==> config.mk <==
export PLATFORM = sky130hd
export DESIGN_NAME = cfr_guard
export DESIGN_NICKNAME = d
export VERILOG_FILES = /design/src/rtl/cfr_pkg.sv /design/src/rtl/cfr_decode.sv /design/src/rtl/cfr_lifo.sv /design/src/rtl/cfr_judge.sv /design/src/rtl/cfr_guard.sv
export SDC_FILE = /design/constraint.sdc
export NUM_CORES = 2
export LEC_CHECK = 0
export ABC_CLOCK_PERIOD_IN_PS = 9250
export BUFFER_PORTS_ARGS = -buffer_cell sky130_fd_sc_hd__buf_4
export CAP_MARGIN = 20
export CORE_ASPECT_RATIO = 0.8
export CORE_MARGIN = 2
export CORE_UTILIZATION = 35
export CTS_CLUSTER_DIAMETER = 80
export DETAILED_ROUTE_END_ITERATION = 8
export HOLD_SLACK_MARGIN = 0.06
export PLACE_DENSITY_LB_ADDON = 0.12
export SLEW_MARGIN = 25
export SYNTH_ARGS = -nofsm -noshare
export SYNTH_HDL_FRONTEND = slang
export SYNTH_SLANG_ARGS = --single-unit
==> constraint.sdc <==
create_clock -name clk -period 9.25 [get_ports clk]
set_input_delay 0.925 -clock clk [delete_from_list [all_inputs] [get_ports clk]]
set_output_delay 0.925 -clock clk [all_outputs]
set_load 0.05 [all_outputs]
==> src/rtl/cfr_pkg.sv <==
package cfr_pkg;

   typedef enum logic [1:0] {
      XK_NONE = 2'd0,
      XK_CALL = 2'd1,
      XK_RET  = 2'd2
   } xfer_kind_e;

   localparam logic [6:0] OPC_JAL  = 7'b1101111;
   localparam logic [6:0] OPC_JALR = 7'b1100111;
   localparam logic [2:0] F3_JALR  = 3'b000;
   localparam logic [4:0] REG_ZERO = 5'd0;
   localparam logic [4:0] REG_LINK = 5'd1;
   localparam int unsigned INSN_BYTES = 4;

endpackage

==> src/rtl/cfr_decode.sv <==
module cfr_decode
   import cfr_pkg::*;
#(
   parameter int unsigned XLEN = 32
) (
   input  logic            vld,
   input  logic [XLEN-1:0] pc,
   input  logic [31:0]     insn,
   output xfer_kind_e      kind,
   output logic [XLEN-1:0] link_addr
);

   logic [6:0] opc;
   logic [4:0] rd;
   logic [2:0] f3;
   logic       is_jal;
   logic       is_jalr;

   assign opc     = insn[6:0];
   assign rd      = insn[11:7];
   assign f3      = insn[14:12];
   assign is_jal  = (opc == OPC_JAL);
   assign is_jalr = (opc == OPC_JALR) && (f3 == F3_JALR);

   always_comb begin
      kind = XK_NONE;
      if (vld) begin
         if ((is_jal || is_jalr) && (rd == REG_LINK))
            kind = XK_CALL;
         else if (is_jalr && (rd == REG_ZERO))
            kind = XK_RET;
      end
   end

   assign link_addr = pc + XLEN'(INSN_BYTES);

endmodule

==> src/rtl/cfr_lifo.sv <==
module cfr_lifo #(
   parameter int unsigned XLEN  = 32,
   parameter int unsigned DEPTH = 64,
   localparam int unsigned CW   = $clog2(DEPTH + 1),
   localparam int unsigned AW   = (DEPTH > 1) ? $clog2(DEPTH) : 1
) (
   input  logic            clk,
   input  logic            rst,
   input  logic            push,
   input  logic            pop,
   input  logic [XLEN-1:0] wdata,
   output logic [XLEN-1:0] top,
   output logic [CW-1:0]   count,
   output logic            full,
   output logic            empty
);

   logic [CW-1:0]   cnt_q;
   logic [XLEN-1:0] slot [DEPTH];
   logic            do_push;
   logic            do_pop;
   logic [AW-1:0]   wr_idx;
   logic [AW-1:0]   rd_idx;
   logic [CW-1:0]   cnt_dec;

   assign full    = (cnt_q == CW'(DEPTH));
   assign empty   = (cnt_q == '0);
   assign do_push = push && !full;
   assign do_pop  = pop && !empty;
   assign cnt_dec = cnt_q - CW'(1);
   assign wr_idx  = AW'(cnt_q);
   assign rd_idx  = AW'(cnt_dec);

   genvar gi;
   generate
      for (gi = 0; gi < DEPTH; gi++) begin : g_slot
         always_ff @(posedge clk) begin
            if (do_push && (wr_idx == AW'(gi)))
               slot[gi] <= wdata;
         end
      end
   endgenerate

   assign top = slot[rd_idx];

   always_ff @(posedge clk) begin
      if (rst)
         cnt_q <= '0;
      else if (do_push)
         cnt_q <= cnt_q + CW'(1);
      else if (do_pop)
         cnt_q <= cnt_dec;
   end

   assign count = cnt_q;

endmodule

==> src/rtl/cfr_judge.sv <==
module cfr_judge
   import cfr_pkg::*;
#(
   parameter int unsigned XLEN = 32
) (
   input  logic            clk,
   input  logic            rst,
   input  logic            clr,
   input  xfer_kind_e      kind,
   input  logic            full,
   input  logic            empty,
   input  logic [XLEN-1:0] top,
   input  logic [XLEN-1:0] npc,
   input  logic [XLEN-1:0] pc,
   output logic            alarm,
   output logic [XLEN-1:0] alarm_pc,
   output logic            ovf,
   output logic            unf
);

   logic alarm_q, ovf_q, unf_q;
   logic [XLEN-1:0] apc_q;
   logic ev_ovf, ev_unf, ev_bad, keep;

   assign ev_ovf = (kind == XK_CALL) && full;
   assign ev_unf = (kind == XK_RET) && empty;
   assign ev_bad = (kind == XK_RET) && !empty && (top != npc);
   assign keep   = !clr;

   always_ff @(posedge clk) begin
      if (rst) begin
         alarm_q <= 1'b0;
         apc_q   <= '0;
         ovf_q   <= 1'b0;
         unf_q   <= 1'b0;
      end else begin
         alarm_q <= (alarm_q && keep) || ev_bad;
         ovf_q   <= (ovf_q && keep) || ev_ovf;
         unf_q   <= (unf_q && keep) || ev_unf;
         if (ev_bad && !(alarm_q && keep))
            apc_q <= pc;
         else if (clr)
            apc_q <= '0;
      end
   end

   assign alarm    = alarm_q;
   assign alarm_pc = apc_q;
   assign ovf      = ovf_q;
   assign unf      = unf_q;

endmodule

==> src/rtl/cfr_guard.sv <==
module cfr_guard
   import cfr_pkg::*;
#(
   parameter int unsigned XLEN  = 32,
   parameter int unsigned DEPTH = 64,
   localparam int unsigned CW   = $clog2(DEPTH + 1)
) (
   input  logic            clk,
   input  logic            rst,
   input  logic            vld,
   input  logic [XLEN-1:0] pc,
   input  logic [31:0]     insn,
   input  logic [XLEN-1:0] npc,
   input  logic            clr,
   output logic            alarm,
   output logic [XLEN-1:0] alarm_pc,
   output logic            ovf,
   output logic            unf,
   output logic [CW-1:0]   depth
);

   generate
      if (XLEN != 32 && XLEN != 64) begin : g_bad_xlen
         $error("cfr_guard: XLEN must be 32 or 64");
      end
      if (DEPTH < 2 || DEPTH > 1024) begin : g_bad_depth
         $error("cfr_guard: DEPTH must lie in 2..1024");
      end
   endgenerate

   xfer_kind_e      kind;
   logic [XLEN-1:0] link_addr;
   logic [XLEN-1:0] top;
   logic            full, empty;

   cfr_decode #(.XLEN(XLEN)) u_dec (
      .vld       (vld),
      .pc        (pc),
      .insn      (insn),
      .kind      (kind),
      .link_addr (link_addr)
   );

   cfr_lifo #(.XLEN(XLEN), .DEPTH(DEPTH)) u_lifo (
      .clk   (clk),
      .rst   (rst),
      .push  (kind == XK_CALL),
      .pop   (kind == XK_RET),
      .wdata (link_addr),
      .top   (top),
      .count (depth),
      .full  (full),
      .empty (empty)
   );

   cfr_judge #(.XLEN(XLEN)) u_judge (
      .clk      (clk),
      .rst      (rst),
      .clr      (clr),
      .kind     (kind),
      .full     (full),
      .empty    (empty),
      .top      (top),
      .npc      (npc),
      .pc       (pc),
      .alarm    (alarm),
      .alarm_pc (alarm_pc),
      .ovf      (ovf),
      .unf      (unf)
   );

endmodule

# After elaboration in Yosys (flattened, before gate mapping)
# Memories as Yosys holds them, arrays and structs flattened.
# Index checks and enable logic that the tools add are counted.
# totals
rom_bits	0
input_bits	100
ram_bits	2048
regBits	42
latchBits	0
n_memories	1
elab_cells	556
# memory_table
name	depth	width	rd	rd_ports_with_merged_regs	write_ports	line_no	source
u_lifo.slot	64	32	1	0	1	cfr_lifo.sv:19	logic [XLEN-1:0] slot [DEPTH];
# op_classes
n_addsub	3
n_lt_le_gt_ge	0
bitwise_logic	0
n_div	0
n_mul	0
reduce_logical	153
eq_ne	70
mux	324
shifts	0
# op_table
cell	n
32-bit two-way mux	65
32-bit OR reduction	63
6-bit two-way mux	63
6-bit equality test, second input constant	32
1-bit two-way mux	191
6-bit by 5-bit equality test with 1-bit output, second input constant	16
1-bit logical AND	76
6-bit by 4-bit equality test with 1-bit output, second input constant	8
32-bit by 3-bit adder with 32-bit output, second input constant	1
32-bit != test	1
6-bit by 3-bit equality test with 1-bit output, second input constant	4
7-bit equality test, second input constant	3
7-bit two-way mux	2
6-bit by 2-bit equality test with 1-bit output, second input constant	2
7-bit by 1-bit adder with 7-bit output, second input constant	1
7-bit logical NOT	1
7-bit by 1-bit subtractor with 7-bit output, second input constant	1
6-bit by 1-bit equality test with 1-bit output, second input constant	1
6-bit logical NOT	1
2-bit two-way mux	3
5-bit by 1-bit equality test with 1-bit output, second input constant	1
5-bit logical NOT	1
1-bit logical NOT	4
1-bit logical OR	4
4 further kinds	5

# Longest topological paths before layout
# depth
ltp_word	75
ltp_mapped	24

# Modules after synthesis
# Synthesis repeated with hierarchy kept, for this count alone.
# unflattened
cells_unflattened	3821
hier_area_um2	81508.2
# by_module_without_submodules
mod	seq_area_each_um2	cells_per_inst	n_inst	area_per_inst_um2
cfr_lifo	61639.1	3528	1	78818.1
cfr_judge	700.7	198	1	2020.7
cfr_decode	0.0	93	1	654.4
cfr_guard	0.0	2	1	15.0

# Worst setup path before layout
# Ideal clock, no wire load.
# synth_path
kind	register to register
from	reg u_lifo.cnt_q[0] (netlist: u_lifo.count[0])
to	reg u_judge.apc_q[0] (netlist: u_judge.alarm_pc[0])
path_stages_with_launch	23
arrival_time_ns	5.145
t_required_ns	9.178
setup_ns	0.072
period_less_slack_ns	5.217
path_slack_ns	4.033
cell_sequence	dfxtp_1 -> buf_4 -> buf_6 -> buf_6 -> buf_4 -> buf_6 -> inv_2 -> buf_2 -> ha_1 -> buf_2 -> buf_4 -> buf_2 -> buf_1 -> mux4_2 -> mux2_2 -> o221ai_1 -> xor2_1 -> a211oi_1 -> a21oi_1 -> o2111a_1 -> a211oi_4 -> buf_6 -> mux2i_1
# synth_between
elab_chain_len	6
# synth_rtl
element	line_no	source
start: declaration	cfr_lifo.sv:18	logic [CW-1:0] cnt_q;
start signal: assignment	cfr_lifo.sv:50	cnt_q <= cnt_q + CW'(1);
start signal: assignment	cfr_lifo.sv:52	cnt_q <= cnt_dec;
7-bit by 1-bit subtractor with 7-bit output or 7-bit logical NOT (tied branches)	cfr_lifo.sv:30, cfr_lifo.sv:27	
memory 64 x 32 bit or 1-bit logical NOT (tied branches)	-	
32-bit != test or 1-bit logical AND (tied branches)	cfr_judge.sv:27	assign ev_bad = (kind == XK_RET) && !empty && (top != npc);
1-bit logical AND (*)	cfr_judge.sv:27	
1-bit logical AND (*)	cfr_judge.sv:40	if (ev_bad && !(alarm_q && keep))
32-bit two-way mux or 2-bit nonzero test (tied branches)	-	
end signal: assignment	cfr_judge.sv:41	apc_q <= pc;
end: declaration	cfr_judge.sv:22	logic [XLEN-1:0] apc_q;
# Every way passes the cells marked *; elsewhere a longest branch is shown, timed or not.
# A chain may end at the register's enable or synchronous reset.

# Worst setup path after layout
# Ends and elaborated chain as after synthesis.

==> summary.txt <==
Synth
  – Mapped cell area: 81,930 um^2
  – Post-synth EDFFs: 2,048
  – Top cells by count, synth: 2,048 x edfxtp_1, 552 x mux4_2, 286 x nor2_1
  – Largest family of logic cells by synthesized area: multiplexers
  – Largest cells by area after synthesis: edfxtp_1 75%, mux4_2 15%, nor2_1 1.3%
  – Post-Synth XOR/XNOR Area: 1.240%
  – Cell variety after synth: 72
  – Net count of the mapped netlist: 3,956
  – Mapped Cells: 3,850
  – Syn. warnings: 0
  – Post-synth top area share: 75.06%
  – Post-synthesis sequential area ratio: 76.09%
  – Primary FF master, synth: edfxtp_1
  – Synth Register Bits: 2,090
  – Synth Area per Inst: 21.28 um^2
  – Mux share of post-synthesis cell area: 16.06%
  – Synth area leader: edfxtp_1
  – Post-synth ARST share: 0%
  – Compound-Gate Fraction of Synth Area: 1.553%
  – Post-Synth Adder-Cell Area: 0.09163%
  – Cell with the most instances after synthesis: edfxtp_1
  – Post-synthesis simple-gate area fraction: 3.516%

Power and ir drop
  – Lkg Pwr: 28.89 nW
  – Logic pwr share: 1.6%
  – Switching power: 3.954 mW
  – Int Pwr: 15.33 mW
  – Sequential power share: 54.0%
  – Clock Power Share: 44.4%
  – Peak VDD IR: 0.0001367 V
  – Tot Pwr: 19.28 mW
  – Pwr/cell area: 203.7 nW/um^2
  – Switching share of power: 20.51%

Routing
  – Detail-routed net length per standard cell: 33.28 um
  – Vias: 40,540
  – Met1 WL: 113,200 um
  – Drt pass-1 iters: 5
  – Top Layer Used: met4
  – Final WL: 247,300 um
  – Vias per cell: 5.457
  – Metal3 WL: 14,140 um
  – Antenna Violating Nets Remaining: 0
  – Initial DRC count: 4,400
  – Detailed-route DRC error count: 0
  – WL met2: 114,300 um

Setup path
  – R2R Setup Slk: 2400 ps
  – Worst EP arrival: 7570 ps
  – Crit path kind: reg2reg
  – R2R cell count: 14
  – CP Capture Type: register
  – Crit path launch type: register
  – Crit Reg-Reg Startpoint: u_lifo.count[0]
  – CP Max Fanout: 61
  – Reg-to-Reg End: u_judge.alarm_pc[0]
  – CP required: 9970 ps

Flow run
  – Max-cap viol count: 0

Die
  – I/O pins: 142
  – Core Region: 232,300 um^2
  – FP Rows: 158
  – Die area: 238,000 um^2
  – Die X: 544.9 um
  – DIE HEIGHT: 436.7 um
  – Initial Util: 35.27%

Min path
  – Worst hold-check path type: in2reg
  – Worst Hold Endpoint: u_judge.alarm_pc[27]
  – Hold_sp: pc[27]
  – Worst hold path cell count: 3

Clock network
  – Clock Latency Late Sink: 900 ps
  – CTS Sinks: 2,090
  – Cells resized by post-CTS repair: 0
  – Clock buffer count from CTS: 222
  – Root buffer selected by CTS: clkbuf_16
  – Post-CTS Hold Buffers: 0
  – Reg clk slew, reported paths: 60 ps
  – Postcts setup bufs: 0
  – # H-tree levels: 4
  – CTS tree: yes
  – CTS max path bufs: 4

STA
  – Slew headroom: 28.29%
  – Sum Neg Setup Slack: 0 ps
  – Fmax: 0.1459 GHz
  – Final worst path period share: 74.10%
  – RSZ-0062 raised after global routing: false
  – Crit path time final: 6854 ps
  – Final hold violations: 0
  – Skew final: 63.70 ps
  – Count of final setup violators: 0
  – Worst setup margin: 2396 ps
  – Slew Limit Fails: 0
  – Worst-Margin Slew: 1066 ps

Final layout
  – Fillers: 20,470
  – Share of cells above drive strength 1: 29.01%
  – Area delta synth->final: 15.53%
  – Register area: 62,340 um^2
  – Nets: 4,241
  – Footprint of the multi-input gates: 19,340 um^2
  – Post-Route Utilization: 40.75%
  – Final std cells w/o fill: 7,430

Placed design
  – Post-Place Cells: 7,031
  – Hpwl dp: 129,700 um
  – Number of port buffers: 124
  – Routability cong.: 0.7626
  – Placement Setup Slack: 2306 ps

GRT
  – Largest net degree at the start of global routing: 113
  – Gr usage total: 20.66%
  – First-pass GRT wire length: 340,700 um
  – Overflow left after global routing: 0
  – Number of global-route vias before repair: 40,850
  – Antenna violations before repair: 11

Status
  – Status: complete, no violations
-- per-stage QoR --
step	instance area, um^2	hold WS (ps)
floorplan	81930	710.2
global route	94650	334.2
finish	94650	349.0
CTS	94650	288.5
global placement	87780	473.2
detailed placement	87820	480.2
-- cell families after synthesis --
| kind of cell | count (synthesis) |
|---|---|
| DFF | 2090 |
| and+or+nand+nor | 624 |
| muxes | 623 |
| buffers and inverters | 221 |
| AOI/OAI and AO/OA | 170 |
| xor gates and xnor gates | 116 |
| adders and majority gates | 6 |
-- final cells by class --
cell class | count | area share, %
inverter | 9 | 0.03701
sequential | 2090 | 65.87
clock inverter | 123 | 1.067
antenna | 1 | 0.002644
clock buffer | 275 | 6.147
multi-input combinational | 1539 | 20.43
tap | 3120 | 4.124
timing repair buffer | 273 | 2.323
-- registers in the layout, summed over array words and instances, names as in the netlist --
| signal | flops |
|---|---|
| u_lifo.count | 7 |
| u_judge.alarm | 1 |
| u_judge.unf | 1 |
| u_judge.alarm_pc | 32 |
| u_lifo.slot | 2048 |
| u_judge.ovf | 1 |
-- layout by cell type, fill, tap and decap left out, drive strengths merged, types with 11 or more instances in the layout --
cell type,netlist,final
nand2,124,124
bufinv,0,15
clkbuf,76,275
inv,8,15
nand2b,38,38
dfxtp,42,42
nor4,14,14
buf,136,273
o2111ai,22,22
o22ai,71,71
edfxtp,2048,2048
and3,23,23
mux2i,60,60
nor2,287,287
a211oi,12,12
mux4,552,552
clkinv,1,99
xnor2,52,52
xor2,64,64
nand4,22,22
nand3b,33,33
mux2,11,11
nand3,54,54
-- power groups by stage --
stage / Clock (mW) / Combinational, mW / Sequential (mW)
CTS: 8.77 / 0.317 / 10.4
global route: 9.12 / 0.333 / 10.4
finish: 8.56 / 0.309 / 10.4
global placement: 0 / 0.310 / 10.6
floorplan: 0 / 0.110 / 10.6
detailed placement: 0 / 0.317 / 10.6
-- layer usage --
metal	GRT usage, %	up-vias
met1	30.91	22350
met5	0	-
li1	-	16570
met4	4.929	0
met2	31.83	1299
met3	2.982	323
-- worst max-delay path by stage --
| stage | start | end | slack, ps | depth (start not counted) |
|---|---|---|---|---|
| after floorplan | u_lifo.count[0] | u_judge.alarm_pc[0] | 4030 | 22 |
| after global placement | u_lifo.count[0] | u_judge.alarm_pc[13] | 2370 | 14 |
| after detailed placement | u_lifo.count[0] | u_judge.alarm_pc[14] | 2310 | 14 |
| after CTS | u_lifo.count[0] | u_judge.alarm_pc[14] | 2300 | 14 |
| after global routing | u_lifo.count[0] | u_judge.alarm_pc[12] | 2100 | 16 |
| final | u_lifo.count[0] | u_judge.alarm_pc[0] | 2400 | 14 |
-- worst max-delay path: stages, from the launching register on --
cell and delay [ps]:
dfxtp_4 870, inv_2 610, ha_1 650, xor2_4 790
buf_12 470, mux4_2 580, mux2i_1 380, a32o_1 230
o22ai_1 90, xor2_1 150, nor3_1 720, o2111a_1 410
a211oi_4 80, buf_4 320, mux2i_1 200
Note: power is estimated with default switching activity, not from simulation.
